## src/rtl/scl_hcnt_pkg.sv

```systemverilog
package scl_hcnt_pkg;
  localparam int CNT_W = 16;

  // Raise a requested count to the floor value.
  function automatic logic [CNT_W-1:0] floor_count(input logic [CNT_W-1:0] req,
                                                   input logic [CNT_W-1:0] lo);
    return (req < lo) ? lo : req;
  endfunction

  // Idle threshold, one bit wider so count + extra never wraps.
  function automatic logic [CNT_W:0] idle_limit(input logic [CNT_W-1:0] cnt,
                                                input logic [CNT_W-1:0] extra);
    return {1'b0, cnt} + {1'b0, extra};
  endfunction
endpackage

```

## src/rtl/scl_hcnt_wr_gate.sv

```systemverilog
module scl_hcnt_wr_gate
  import scl_hcnt_pkg::*;
#(
  parameter int DATA_W = 32,
  parameter int ADDR_W = 8,
  parameter int BASE   = 'h14
) (
  input  logic              clk,
  input  logic              rst_n,
  input  logic              sel,
  input  logic              wr_en,
  input  logic [ADDR_W-1:0] addr,
  input  logic [DATA_W-1:0] wdata,
  input  logic              ctrl_enable,
  output logic              commit,
  output logic [CNT_W-1:0]  commit_val
);
  localparam bit BYTE_BUS = (DATA_W == 8);

  logic wr_open;
  assign wr_open = sel && wr_en && !ctrl_enable;

  generate
    if (BYTE_BUS) begin : g_byte
      logic [7:0] pend_lo;
      logic       lo_hit, hi_hit;
      assign lo_hit = wr_open && (addr == ADDR_W'(BASE));
      assign hi_hit = wr_open && (addr == ADDR_W'(BASE + 1));

      always_ff @(posedge clk or negedge rst_n) begin
        if (!rst_n)      pend_lo <= '0;
        else if (lo_hit) pend_lo <= wdata;
      end

      assign commit     = hi_hit;
      assign commit_val = {wdata, pend_lo};

      // pending low byte frozen while controller runs
      p_pend_hold_r2: assert property (@(posedge clk) disable iff (!rst_n)
        ctrl_enable |=> $stable(pend_lo));
    end else begin : g_word
      logic unused_hi;
      assign unused_hi  = &{1'b0, wdata[DATA_W-1:CNT_W]};
      assign commit     = wr_open && (addr == ADDR_W'(BASE));
      assign commit_val = wdata[CNT_W-1:0];
    end
  endgenerate
endmodule

```

## src/rtl/scl_hcnt_store.sv

```systemverilog
module scl_hcnt_store
  import scl_hcnt_pkg::*;
#(
  parameter int RESET_VAL = 500,
  parameter int MIN_VAL   = 6,
  parameter bit FIXED     = 1'b0
) (
  input  logic             clk,
  input  logic             rst_n,
  input  logic             commit,
  input  logic [CNT_W-1:0] commit_val,
  input  logic             ctrl_enable,
  output logic [CNT_W-1:0] count
);
  localparam logic [CNT_W-1:0] RST_C = CNT_W'(RESET_VAL);
  localparam logic [CNT_W-1:0] MIN_C = CNT_W'(MIN_VAL);

  generate
    if (FIXED) begin : g_fixed
      logic unused_in;
      assign unused_in = &{1'b0, commit, commit_val};
      assign count = RST_C;
      // frozen field
      p_frozen_r6: assert property (@(posedge clk) disable iff (!rst_n)
        1'b1 |=> $stable(count));
    end else begin : g_live
      logic [CNT_W-1:0] held;
      always_ff @(posedge clk or negedge rst_n) begin
        if (!rst_n)      held <= RST_C;
        else if (commit) held <= floor_count(commit_val, MIN_C);
      end
      assign count = held;

      // never below the floor
      p_floor_r3: assert property (@(posedge clk) disable iff (!rst_n)
        count >= MIN_C);
      // gate never lets a commit through while enabled
      p_no_commit_on_r2: assert property (@(posedge clk) disable iff (!rst_n)
        commit |-> !ctrl_enable);
    end
  endgenerate

  // field steady after any enabled cycle
  p_hold_on_r2: assert property (@(posedge clk) disable iff (!rst_n)
    ctrl_enable |=> $stable(count));
endmodule

```

## src/rtl/scl_hcnt_idle.sv

```systemverilog
module scl_hcnt_idle
  import scl_hcnt_pkg::*;
#(
  parameter int EXTRA = 10
) (
  input  logic             clk,
  input  logic             rst_n,
  input  logic             ctrl_enable,
  input  logic             scl_in,
  input  logic             sda_in,
  input  logic [CNT_W-1:0] count,
  output logic             bus_idle
);
  localparam logic [CNT_W-1:0] EXTRA_C = CNT_W'(EXTRA);

  logic [CNT_W-1:0] run_cnt;
  logic             lines_high;
  logic [CNT_W:0]   limit;

  assign lines_high = scl_in && sda_in && ctrl_enable;
  assign limit      = idle_limit(count, EXTRA_C);

  always_ff @(posedge clk or negedge rst_n) begin
    if (!rst_n)                 run_cnt <= '0;
    else if (!lines_high)       run_cnt <= '0;
    else if (run_cnt != '1)     run_cnt <= run_cnt + 1'b1;
  end

  assign bus_idle = ({1'b0, run_cnt} >= limit);

  // any break restarts the run
  p_break_clears_r8: assert property (@(posedge clk) disable iff (!rst_n)
    !lines_high |=> (run_cnt == '0));
  // counter saturates, never wraps
  p_no_overflow_r7: assert property (@(posedge clk) disable iff (!rst_n)
    (run_cnt == '1) |=> (run_cnt == '1 || run_cnt == '0));
  // flag only rises after a high cycle
  p_rise_needs_high_r8: assert property (@(posedge clk) disable iff (!rst_n)
    $rose(bus_idle) |-> $past(lines_high));
  // flag stays while the run continues
  p_sticky_r8: assert property (@(posedge clk) disable iff (!rst_n)
    (bus_idle && lines_high) |=> bus_idle);
endmodule

```

## src/rtl/scl_hcnt_reg.sv

```systemverilog
module scl_hcnt_reg
  import scl_hcnt_pkg::*;
#(
  parameter int DATA_W      = 32,
  parameter int ADDR_W      = 8,
  parameter int BASE        = 'h14,
  parameter int RESET_VAL   = 500,
  parameter int MIN_VAL     = 6,
  parameter int IDLE_EXTRA  = 10,
  parameter bit FIXED_COUNT = 1'b0
) (
  input  logic              clk,
  input  logic              rst_n,
  input  logic              sel,
  input  logic              wr_en,
  input  logic [ADDR_W-1:0] addr,
  input  logic [DATA_W-1:0] wdata,
  output logic [DATA_W-1:0] rdata,
  input  logic              ctrl_enable,
  input  logic              scl_in,
  input  logic              sda_in,
  output logic [15:0]       hcnt_out,
  output logic              bus_idle
);
  logic             commit;
  logic [CNT_W-1:0] commit_val;
  logic [CNT_W-1:0] count;

  scl_hcnt_wr_gate #(.DATA_W(DATA_W), .ADDR_W(ADDR_W), .BASE(BASE)) u_gate (
    .clk(clk), .rst_n(rst_n), .sel(sel), .wr_en(wr_en), .addr(addr),
    .wdata(wdata), .ctrl_enable(ctrl_enable),
    .commit(commit), .commit_val(commit_val));

  scl_hcnt_store #(.RESET_VAL(RESET_VAL), .MIN_VAL(MIN_VAL), .FIXED(FIXED_COUNT)) u_store (
    .clk(clk), .rst_n(rst_n), .commit(commit), .commit_val(commit_val),
    .ctrl_enable(ctrl_enable), .count(count));

  scl_hcnt_idle #(.EXTRA(IDLE_EXTRA)) u_idle (
    .clk(clk), .rst_n(rst_n), .ctrl_enable(ctrl_enable), .scl_in(scl_in),
    .sda_in(sda_in), .count(count), .bus_idle(bus_idle));

  assign hcnt_out = count;

  generate
    if (DATA_W == 8) begin : g_rd_byte
      always_comb begin
        rdata = '0;
        if (sel && addr == ADDR_W'(BASE))          rdata = count[7:0];
        else if (sel && addr == ADDR_W'(BASE + 1)) rdata = count[15:8];
      end
    end else begin : g_rd_word
      always_comb begin
        rdata = '0;
        if (sel && addr == ADDR_W'(BASE)) rdata = DATA_W'(count);
      end
      // reserved upper bits read zero
      p_rsvd_zero_r1: assert property (@(posedge clk) disable iff (!rst_n)
        rdata[DATA_W-1:CNT_W] == '0);
    end
  endgenerate
endmodule

```

## config.mk

```make
export PLATFORM = sky130hd
export DESIGN_NAME = scl_hcnt_reg
export DESIGN_NICKNAME = d
export VERILOG_FILES = /design/src/rtl/scl_hcnt_pkg.sv /design/src/rtl/scl_hcnt_wr_gate.sv /design/src/rtl/scl_hcnt_store.sv /design/src/rtl/scl_hcnt_idle.sv /design/src/rtl/scl_hcnt_reg.sv
export SDC_FILE = /design/constraint.sdc
export NUM_CORES = 1
export LEC_CHECK = 0
export BUFFER_PORTS_ARGS = -buffer_cell sky130_fd_sc_hd__buf_2
export CAP_MARGIN = 5
export CORE_MARGIN = 2
export CORE_UTILIZATION = 49
export CTS_CLUSTER_SIZE = 25
export DETAILED_ROUTE_END_ITERATION = 7
export GPL_TIMING_DRIVEN = 0
export PLACE_DENSITY = 0.81
export SETUP_SLACK_MARGIN = 0.02
export SLEW_MARGIN = 20
export SYNTH_ARGS = -nofsm -noshare
export SYNTH_HDL_FRONTEND = slang
export SYNTH_SLANG_ARGS = --single-unit
```

## constraint.sdc

```tcl
create_clock -name clk -period 2.81 [get_ports clk]
set_clock_uncertainty 0.1 [all_clocks]
set_input_delay 0.281 -clock clk [delete_from_list [all_inputs] [get_ports clk]]
set_output_delay 0.281 -clock clk [all_outputs]
set_load 0.05 [all_outputs]
```

Word level (Yosys, flattened, before mapping). Cells that the tools add are included.

Register bits after elaboration: 32. Logic and storage cells: 20.

$add $sub $neg: 2. Reduce and logical (&&, ||, !) cells: 7. Mux-type cells: 4. Order comparisons: 2. Equality and inequality tests: 3.

Operator list (count): 16-bit two-way mux (4); 16-bit by 4-bit adder with 17-bit output, second input constant (1); 16-bit by 17-bit greater-or-equal comparator with 1-bit output (1); 16-bit by 1-bit adder with 16-bit output, second input constant (1); 16-bit by 3-bit less-than comparator with 1-bit output, second input constant (1); 16-bit inequality test, second input constant (1); 8-bit by 5-bit equality test with 1-bit output, second input constant (1); 1-bit logical AND (6); 2-bit inequality test, second input constant (1); 1-bit logical NOT (1).

Longest topological paths before layout.
Depth in word-level cells: 3. Mapped depth: 11. Gate-level depth less buffers: 11.

Cells and area by module. Synthesis repeated with hierarchy kept, for this count alone.

Cells, all modules: 286. Area total of the unflattened synthesis: 2753.9 um^2.

Modules (own cells, without submodules): scl_hcnt_idle (seq. area each 400.4 um^2, instances 1, area an instance 1450.1 um^2, cells each 163); scl_hcnt_store (seq. area each 407.9 um^2, instances 1, area an instance 661.9 um^2, cells each 44); scl_hcnt_reg (seq. area each 0.0 um^2, instances 1, area an instance 484.2 um^2, cells each 59); scl_hcnt_wr_gate (seq. area each 0.0 um^2, instances 1, area an instance 157.7 um^2, cells each 20).

Worst setup path after synthesis. OpenSTA, ideal clock, no wires.

Path kind: register to output. Start: reg u_store.g_live.held[1], in the netlist u_store.count[1]. End: out bus_idle. Buffers on the path: 0. Path slack: -0.790 ns. Data arrival time: 3.219 ns. Stages on the path, launching flop included: 11. Cells stage by stage: dfrtp_1 a21oi_1 nor3_1 nand3_1 xor2_1 ha_1 and4_1 nand4_1 nor3_1 a211oi_1 a31oi_1.

Word-level cells in the longest chain between the ends: 2.

RTL lines: start: declaration (line scl_hcnt_store.sv:27) `logic [CNT_W-1:0] held;`; start signal: assignment (line scl_hcnt_store.sv:30) `else if (commit) held <= floor_count(commit_val, MIN_C);`; 16-bit by 4-bit adder with 17-bit output (line scl_hcnt_pkg.sv:13) `return {1'b0, cnt} + {1'b0, extra};`; 16-bit by 17-bit greater-or-equal comparator with 1-bit output (line scl_hcnt_idle.sv:29) `assign bus_idle = ({1'b0, run_cnt} >= limit);`; end: declaration (line scl_hcnt_reg.sv:23) `output logic bus_idle`.

No other way between the ends.

Worst setup path in the final report.
Start: reg u_store.g_live.held[8], in the netlist u_store.count[8]. End: out bus_idle.

Same word-level chain as after synthesis.

==> flow_metrics.env <==
export IMPL_grt_max_degree=33
export IMPL_synth_top_cell_area_share_pct=27.4
export IMPL_cp_startpoint="u_store.count[8]$_DFFE_PN1P_"
export IMPL_finalSetupViolations=1
export IMPL_clk_pin_slew_ns=0.06
export IMPL_synthTopCellsByArea="dfrtp_1 27%, ha_1 9.5%, dfstp_2 6.6%, buf_4 5.7%, and2_1 4.5%"
export IMPL_cts_root_buf="clkbuf_8"
export IMPL_end_kind="output pin"
export IMPL_synth_main_ff_cell="dfrtp_1"
export IMPL_viasPerCell=5.26
export IMPL_drc_errors=0
export IMPL_r2r_end="u_idle.run_cnt[11]$_DFFE_PN0P_"
export IMPL_ys_seq_area_share_pct=34.1
export IMPL_layout_nets=405
export IMPL_finalCritPeriodShare_pct=116
export IMPL_place_congestion=0.851
export IMPL_ir_drop_mv=0.191
export IMPL_htreeDepth=2
export IMPL_rows=25
export IMPL_r2r_start="u_idle.run_cnt[8]$_DFFE_PN0P_"
export IMPL_status="complete, but fails checks"
export IMPL_rsz0062_at_grt="true"
export IMPL_maxSlewHeadroom_pct=52.0
export IMPL_fin_tns_setup_ns=-0.437
export IMPL_io_pins=96
export IMPL_drv_slew=0
export IMPL_die_area_um2=5420
export IMPL_drt_iter0_markers=145
export IMPL_rr_worst_depth=6
export IMPL_drtPass1Iterations=4
export IMPL_grt_pass1_vias=2012
export IMPL_critPathCapture="bus_idle"
export IMPL_drv_cap=0
export IMPL_ant_nets=0
export IMPL_synth_common_cells="26 x dfrtp_1, 18 x buf_4, 18 x ha_1, 18 x nor2_1, 17 x and2_1"
export IMPL_final_util_pct=65.0
export IMPL_area_growth_pct=28.4
export IMPL_synth_edf_count=0
export IMPL_postLayoutSetupSlackWorst_ns=-0.437
export IMPL_synth_area_um2=2370
export IMPL_cts_buffers=5
export IMPL_p_leak_nw=1.54
export IMPL_cts_sinks=32
export IMPL_vias=2076
export IMPL_yosysMostFrequentCell="dfrtp_1"
export IMPL_initial_core_util_pct=50.6
export IMPL_period_needed_ns=3.25
export IMPL_hold_violations=0
export IMPL_syn_inst=246
export IMPL_power_density_nw_per_um2=323
export IMPL_antenna_found_initial=0
export IMPL_clk_latency_ns=0.28
export IMPL_crit_required_ns=2.43
export IMPL_r2r_slack_ns=0.92
export IMPL_place_worst_setup_slack_ns=-0.371
export IMPL_fmax_mhz=308
export IMPL_syn_avg_cell_area_um2=9.65
export IMPL_grt_pass1_wl_mm=9.32
export IMPL_grt_overflow=0
export IMPL_place_hpwl_mm=4.12
export IMPL_diodes=0
export IMPL_yosys_warnings=0
export IMPL_synth_area_leader_cell="dfrtp_1"
export IMPL_critPathArrivalTime_ns=2.87
export IMPL_cp_cell_sequence="nand4_1 > nor3_2 > nand2_1 > xor2_1 > ha_1 > o21ai_0 > nor2_1 > o2111a_1 > a211oi_2 > a31oi_4 > buf_6"
export IMPL_max_stage_delay_ns=0.61
export IMPL_critPathSlowestCell="dfstp_4"
export IMPL_wl_per_cell_um=13.7
export IMPL_min_path_type="input port to register"
export IMPL_violations="negative setup slack"
export IMPL_die_w_um=73.6
export IMPL_cp_max_fo=2
export IMPL_wl_mm=5.41
export IMPL_ys_seq_elements=32
export IMPL_cts_tree="done"
export IMPL_criticalPathCategory="register to output pin"
export IMPL_synth_cell_types=44
export IMPL_layout_drive_gt1_share_pct=39.9
export IMPL_portBuffers=63
export IMPL_worst_pin_slew_ns=0.721
export IMPL_power_w=0.000986
export IMPL_core_um2=4690
export IMPL_clockBufferDepth=2
export IMPL_fp_dieH_um=73.6
export IMPL_grt_total_usage_pct=22.4
export IMPL_worst_setup_path_start_kind="register"
export IMPL_async_reset_ff_share_pct=100
[cells by family (layout without fill, tap and decap cells)]
kind of cell / count (synthesis) / after routing / synth area share (%)
simple gates: 90 / 90 / 22.0
compound gates: 41 / 41 / 11.1
flops: 32 / 32 / 34.1
buf+inv: 30 / 110 / 8.59
xor+xnor: 20 / 20 / 7.38
fa+ha+maj: 18 / 18 / 9.49
mux: 14 / 14 / 7.22
other cells: 1 / 16 / 0.158
[worst min-delay path by stage]
stage | start | end | slack [ns] | cells after the start
floorplan | rst_n | u_idle.run_cnt[0]$_DFFE_PN0P_ | -0.11 | 0
global placement | rst_n | u_store.count[0]$_DFFE_PN0P_ | 0.27 | 1
detailed placement | rst_n | u_store.count[0]$_DFFE_PN0P_ | 0.28 | 1
CTS | wdata[11] | u_store.count[11]$_DFFE_PN0P_ | 0.13 | 2
global route | wdata[9] | u_store.count[9]$_DFFE_PN0P_ | 0.14 | 2
finish | wdata[11] | u_store.count[11]$_DFFE_PN0P_ | 0.14 | 2
[critical path: cells and delay by family, from the launching register on]
kind	cells	cell delay [ns]
fa+ha+maj	1	0.28
buf+inv	1	0.17
simple gates	4	0.61
xor+xnor	1	0.16
compound gates	4	0.74
flops	1	0.61
[placed cells by master (no fill, tap or decap), types with 3 or more instances in the layout]
cell type / n
ha_1: 17
mux2_2: 9
mux2_4: 4
dfstp_4: 3
conb_1: 16
clkbuf_1: 5
xnor2_1: 9
buf_2: 62
a31oi_1: 6
and2_1: 17
a21oi_1: 12
a211oi_1: 6
nor3_2: 4
dfstp_2: 3
nand4_1: 4
buf_4: 26
clkbuf_8: 6
xor2_1: 11
nor4_1: 3
inv_1: 7
nand2_1: 13
nor2_1: 18
nand3_1: 7
o21ai_0: 5
dfrtp_1: 24
nor3_1: 4
[stage by stage]
| step | hold slack (ns) | cells | area [um^2] |
|---|---|---|---|
| after detailed placement | 0.279 | 378 | 2870 |
| after CTS | 0.133 | 395 | 3040 |
| after floorplan | -0.115 | 261 | 2480 |
| final | 0.143 | 395 | 3050 |
| after global placement | 0.266 | 378 | 2870 |
| after global routing | 0.141 | 395 | 3050 |
[timing repair]
item | in CTS | in global routing
endpoints found under the hold margin | 26 | 0
gates resized for setup | 4 | 2
pin swaps | 7 | 1
setup buffers | 8 | 0
endpoints found under the setup margin | 1 | 1
hold buffers | 1 | 0
[power by group]
group / total [W] / internal, W / leakage (nW) / switching, W
registers: 0.000474 / 0.000467 / 0.419 / 0.00000685
logic: 0.000147 / 0.0000485 / 1.08 / 0.0000983
clock network: 0.000365 / 0.000200 / 0.0455 / 0.000166
[layer usage]
| layer | global-route usage [%] | vias up | part of all wire, % |
|---|---|---|---|
| met2 | 37.4 | 75 | 50 |
| li1 | - | 1037 | - |
| met5 | 0 | - | 0 |
| met4 | 8.69 | 0 | 1.9 |
| met3 | 3.98 | 9 | 5.6 |
| met1 | 28.8 | 955 | 43 |
[state kept, by name, indices dropped and copies added, names as in the netlist]
| signal | cells |
|---|---|
| u_idle.run_cnt | 16 |
| u_store.count | 16 |
[cell type report]
cell class                      instances  area, um^2
Buffer                                 23         178
Clock buffer                            8        90.1
Fill cell                             368        1640
Inverter                                7        26.3
Multi-Input combinational cell        199        1470
Sequential cell                        32         822
Tap cell                               54        67.6
Timing Repair Buffer                   72         392
No activity file was read; power rests on OpenSTA's default activity.
